### config.mk
export PLATFORM = sky130hd
export DESIGN_NAME = quad_event_counter
export DESIGN_NICKNAME = d
export VERILOG_FILES = /design/src/rtl/quad_event_counter.sv
export SDC_FILE = /design/constraint.sdc
export NUM_CORES = 1
export LEC_CHECK = 0
export ABC_AREA = 1
export CAP_MARGIN = 5
export CORE_ASPECT_RATIO = 1.2
export CORE_MARGIN = 1.5
export CORE_UTILIZATION = 35
export DETAILED_ROUTE_END_ITERATION = 16
export HOLD_SLACK_MARGIN = 0.12
export PLACE_DENSITY = 0.55
export SETUP_SLACK_MARGIN = 0.2
export SLEW_MARGIN = 20
export SYNTH_ARGS = -nofsm -noshare
export SYNTH_HDL_FRONTEND = slang
export SYNTH_SLANG_ARGS = --single-unit
export TNS_END_PERCENT = 30
### constraint.sdc
create_clock -name clk -period 5.89 [get_ports clk]
set_input_delay 0.589 -clock clk [delete_from_list [all_inputs] [get_ports clk]]
set_output_delay 0.589 -clock clk [all_outputs]
set_load 0.05 [all_outputs]
### src/rtl/quad_event_counter.sv
module quad_event_counter #(
  parameter int CW = 32,
  parameter int AW = 3,
  parameter int DW = 4
) (
  input  logic          clk,
  input  logic          rst_n,
  input  logic          in_a,
  input  logic          in_b,
  input  logic          in_aux,
  input  logic          reg_wr,
  input  logic [AW-1:0] reg_addr,
  input  logic [CW-1:0] reg_wdata,
  output logic [CW-1:0] reg_rdata,
  output logic          irq,
  output logic          cnt_evt
);
  localparam logic [AW-1:0] A_CTRL  = AW'(0);
  localparam logic [AW-1:0] A_COUNT = AW'(1);
  localparam logic [AW-1:0] A_UPPER = AW'(2);
  localparam logic [AW-1:0] A_LOWER = AW'(3);
  localparam logic [AW-1:0] A_STAT  = AW'(4);
  localparam int NF = 4;

  logic [DW-1:0]        dblen;
  logic                 auxbtn, autoz;
  logic [NF-1:0]        irq_en, flags_q;
  logic signed [CW-1:0] count_q, upper_q, lower_q;
  logic [2:0]           s1, s2, filt_q, filt, prev_q;
  logic                 evt_q;

  always_ff @(posedge clk or negedge rst_n)
    if (!rst_n) begin
      s1 <= '0;
      s2 <= '0;
    end else begin
      s1 <= {in_aux, in_b, in_a};
      s2 <= s1;
    end

  for (genvar i = 0; i < 3; i++) begin : g_filt
    logic [DW-1:0] run;
    always_ff @(posedge clk or negedge rst_n)
      if (!rst_n) begin
        run <= '0;
        filt_q[i] <= 1'b0;
      end else if (dblen == '0 || s2[i] == filt_q[i]) begin
        run <= '0;
        filt_q[i] <= s2[i];
      end else if ({1'b0, run} + 1'b1 >= {1'b0, dblen}) begin
        run <= '0;
        filt_q[i] <= s2[i];
      end else begin
        run <= run + 1'b1;
      end
    assign filt[i] = (dblen == '0) ? s2[i] : filt_q[i];
  end

  always_ff @(posedge clk or negedge rst_n)
    if (!rst_n) prev_q <= '0;
    else        prev_q <= filt;

  logic [1:0] ph_new, ph_old, ph_d;
  assign ph_new = {filt[0], filt[0] ^ filt[1]};
  assign ph_old = {prev_q[0], prev_q[0] ^ prev_q[1]};
  assign ph_d   = ph_new - ph_old;

  logic step_up, step_dn, q_illegal, aux_rise, marker, over, under, az, wr_cnt, hold_ovr, step_ok;
  assign step_up   = (ph_d == 2'd1);
  assign step_dn   = (ph_d == 2'd3);
  assign q_illegal = (ph_d == 2'd2);
  assign aux_rise  = filt[2] & ~prev_q[2];
  assign marker    = aux_rise & ~auxbtn;
  assign over      = count_q > upper_q;
  assign under     = count_q < lower_q;
  assign az        = autoz & (over | under);
  assign wr_cnt    = reg_wr && reg_addr == A_COUNT;
  assign hold_ovr  = wr_cnt | marker | az;
  assign step_ok   = (step_up | step_dn) & ~hold_ovr;

  logic [NF-1:0] f_set, f_clr;
  assign f_set = {aux_rise & auxbtn, q_illegal, under & ~autoz, over & ~autoz};
  assign f_clr = (reg_wr && reg_addr == A_STAT) ? reg_wdata[NF-1:0] : '0;

  always_ff @(posedge clk or negedge rst_n)
    if (!rst_n) begin
      count_q <= '0;
      upper_q <= {1'b0, {(CW-1){1'b1}}};
      lower_q <= {1'b1, {(CW-1){1'b0}}};
      dblen   <= '0;
      auxbtn  <= 1'b0;
      autoz   <= 1'b0;
      irq_en  <= '0;
      flags_q <= '0;
      evt_q   <= 1'b0;
    end else begin
      evt_q   <= step_ok;
      flags_q <= (flags_q & ~f_clr) | f_set;
      if (wr_cnt)                count_q <= reg_wdata;
      else if (marker || az)     count_q <= '0;
      else if (step_ok)          count_q <= step_up ? count_q + 1 : count_q - 1;
      if (reg_wr && reg_addr == A_UPPER) upper_q <= reg_wdata;
      if (reg_wr && reg_addr == A_LOWER) lower_q <= reg_wdata;
      if (reg_wr && reg_addr == A_CTRL) begin
        dblen  <= reg_wdata[DW-1:0];
        auxbtn <= reg_wdata[DW];
        autoz  <= reg_wdata[DW+1];
        irq_en <= reg_wdata[8 +: NF];
      end
    end

  always_comb begin
    reg_rdata = '0;
    case (reg_addr)
      A_CTRL: begin
        reg_rdata[DW-1:0] = dblen;
        reg_rdata[DW]     = auxbtn;
        reg_rdata[DW+1]   = autoz;
        reg_rdata[8 +: NF] = irq_en;
      end
      A_COUNT: reg_rdata = count_q;
      A_UPPER: reg_rdata = upper_q;
      A_LOWER: reg_rdata = lower_q;
      A_STAT:  reg_rdata[NF-1:0] = flags_q;
      default: reg_rdata = '0;
    endcase
  end

  assign irq     = |(flags_q & irq_en);
  assign cnt_evt = evt_q;
endmodule


==> flow_summary.toml <==
[synth]
post_synth_inst_count = 1407
yosys.cell_types.count = 39
top_ff_cell_synth = "dfrtp_1"
synth-edff-count = 0
mappedNetlistNets = 1565
postSynthAreaPerCell_um2 = 7.24
synth.yosys.seq_area_share = 0.336
synth_warnings = 0
mappedNetlistArea_um2 = 10200
synth.ff_latch_count = 135
async_reset_ff_frac = 1.00

[detailed_routing]
avgRoutedWirePerCell_um = 17.2
num_vias = 9385
route.final.wire_length_mm = 32.0
route.detailed.vias_per_inst = 5.02
drt_first_pass_iters = 5
drcViolationCount = 0
drt_iter0_drc = 586
drt.antenna.violating_nets = 0

[worst_setup_path]
cp.arrival_ns = 5.51
cp_num_buf_inv = 4
cp_data_required_time_ns = 6.21
worst_setup_path_endpoint = "count_q[25]"
reg2reg_setup_slack_ns = 0.70
timing.setup.critical_path_class = "reg -> reg"
cpPeakStageDelay_ns = 0.65
r2r_end = "count_q[25]"
critPathMostFrequentCell = "nand2_1"
timing.critical_path.to_type = "flop"
cp_top_family = "simple AND/OR/NAND/NOR gates"
path_max_fanout = 22
crit_slowest_cell = "nand3_1"
start_kind = "flop"
r2r_cells = 25
worst-path-stages = 25
crit_path_start = "dblen[3]"
reg2reg_from = "dblen[3]"

[layout]
most-common-layout-cells = "nand2_1, inv_1, o21ai_0"
fill_cells = 3062
layout_commonest_cell = "nand2_1"
antenna_cells = 0
post_synthesis_to_final_layout_area_growth_pct = 16.9
layout.nets = 1628
drive_gt1_frac = 0.0573

[die]
die_width_um = 159
coreArea_um2 = 28700
floorplan.die_area_um2 = 30100
placement_rows = 68
num_io_pins = 75
die_y_extent_um = 190
start_util = 0.355

[grt]
gr-usage-met3 = 0.0323
grt_busiest_layer = "met2"
global_route.overflow_total = 0
first_global_vias = 9417
grtUsageMet2 = 0.405
groute.layer.met1.usage = 0.265
globalRouteTotalUtil = 0.221
antenna_found_initial = 0
grt_pass1_wl_mm = 51.9
pin_count_of_the_biggest_net_entering_global_routing = 93

[sta]
fin_tns_setup_ns = 0
setup_viol_count_final = 0
finalMaxSlewViolations = 0
max_freq_ghz = 0.193
fin_crit_sh = 0.881
worst_slew_pin_slew_ns = 1.05
rsz0062_at_grt = "no"
max-slew-margin-rel = 0.301
finalClockSkew_ns = 0.0149
timing.final.hold_violations = 0
finalWorstPathRequiredPeriod_ns = 5.19

[clock_network]
clk_latency_ns = 0.43
tritoncts_clock_tree = "yes"
clock_tree.buffer_depth = 2
cts.hold.buffers_added = 0
number_of_buffers_inserted_by_post_cts_setup_repair = 0
clock_transition_at_the_registers_of_the_reported_paths_ns = 0.07
cts-htree-levels = 4
cts_sinks = 135
cts.repair.resized = 0
tritoncts_buffer_count = 17
cts-root-buf = "clkbuf_16"

[worst_hold_path]
hold_path.class = "in -> async"

[place]
dp_hpwl_mm = 24.5
gp_congestion = 0.916
port_buffers = 74

[status]
outcome = "finished clean"

[run]
max_cap_viols = 0
==> kinds of logic after synthesis <==
logic type      count (synthesis)  share of synthesized area
flops                         135                      0.336
fa+ha+maj                     117                      0.144
buf+inv                       241                     0.0926
compound gates                268                      0.153
xor+xnor                       34                     0.0292
simple gates                  612                      0.245
==> sequential cells by signal, summed over array words and instances, names as in the netlist, 3 cells and up <==
signal	flops
upper_q	32
flags_q	4
s2	3
prev_q	3
g_filt.run	12
irq_en	4
s1	3
dblen	4
count_q	32
filt_q	3
lower_q	32
==> per-layer routing <==
| metal | part of all wire | vias to the layer above |
|---|---|---|
| met5 | 0 | - |
| met4 | 0.022 | 0 |
| met3 | 0.032 | 35 |
| met2 | 0.51 | 163 |
| met1 | 0.43 | 4421 |
| li1 | - | 4766 |
==> per-stage QoR <==
stage / utilization / hold WS (ns) / worst slack (ns) / cells / instance area [um^2]
finish: 0.415 / 0.257 / 0.699 / 1868 / 11900
CTS: 0.415 / 0.290 / 0.652 / 1868 / 11900
detailed placement: 0.394 / 0.348 / 0.695 / 1836 / 11300
global route: 0.415 / 0.324 / 0.249 / 1868 / 11900
floorplan: - / 0.293 / 1.31 / 1407 / 10200
global placement: 0.394 / 0.334 / 0.794 / 1836 / 11300
==> worst min-delay path by stage <==
stage               startpoint          to  slack, ns  depth (start not counted)
finish                   rst_n  lower_q[8]       0.26                          1
global route             rst_n  lower_q[8]       0.32                          1
CTS                      rst_n  lower_q[8]       0.29                          1
detailed placement       s1[2]       s2[2]       0.35                          0
global placement         s1[1]       s2[1]       0.33                          0
floorplan                rst_n       autoz       0.29                          0
==> cell type report <==
class / count / area (um^2) / share of cell area
clock buffer: 18 / 439 / 0.0369
clock inverter: 14 / 156 / 0.0131
tap: 385 / 482 / 0.0405
inverter: 200 / 751 / 0.0631
multi-input combinational: 1031 / 5830 / 0.490
timing repair buffer: 85 / 825 / 0.0693
sequential: 135 / 3420 / 0.287
==> cell usage after synthesis (4+ instances only) <==
cell type | n | share of area
buf_2 | 4 | 0.0020
a21oi_1 | 75 | 0.037
ha_1 | 116 | 0.14
dfrtp_1 | 103 | 0.25
clkbuf_1 | 30 | 0.011
o21a_1 | 8 | 0.0059
dfstp_2 | 32 | 0.083
o211ai_1 | 4 | 0.0029
nor3_1 | 13 | 0.0064
nand2_1 | 408 | 0.15
a221o_1 | 5 | 0.0049
a21boi_0 | 5 | 0.0037
nor2_1 | 75 | 0.028
a21o_1 | 4 | 0.0029
o22ai_1 | 7 | 0.0043
o221ai_1 | 22 | 0.019
nand3_1 | 96 | 0.047
xor2_1 | 14 | 0.012
o21bai_1 | 4 | 0.0029
nand4_1 | 12 | 0.0074
inv_1 | 196 | 0.072
o21ai_0 | 123 | 0.060
xnor2_1 | 20 | 0.017
Power is not shown: default switching activity piles up to over one toggle a cycle in this logic, so the estimate is an artifact.
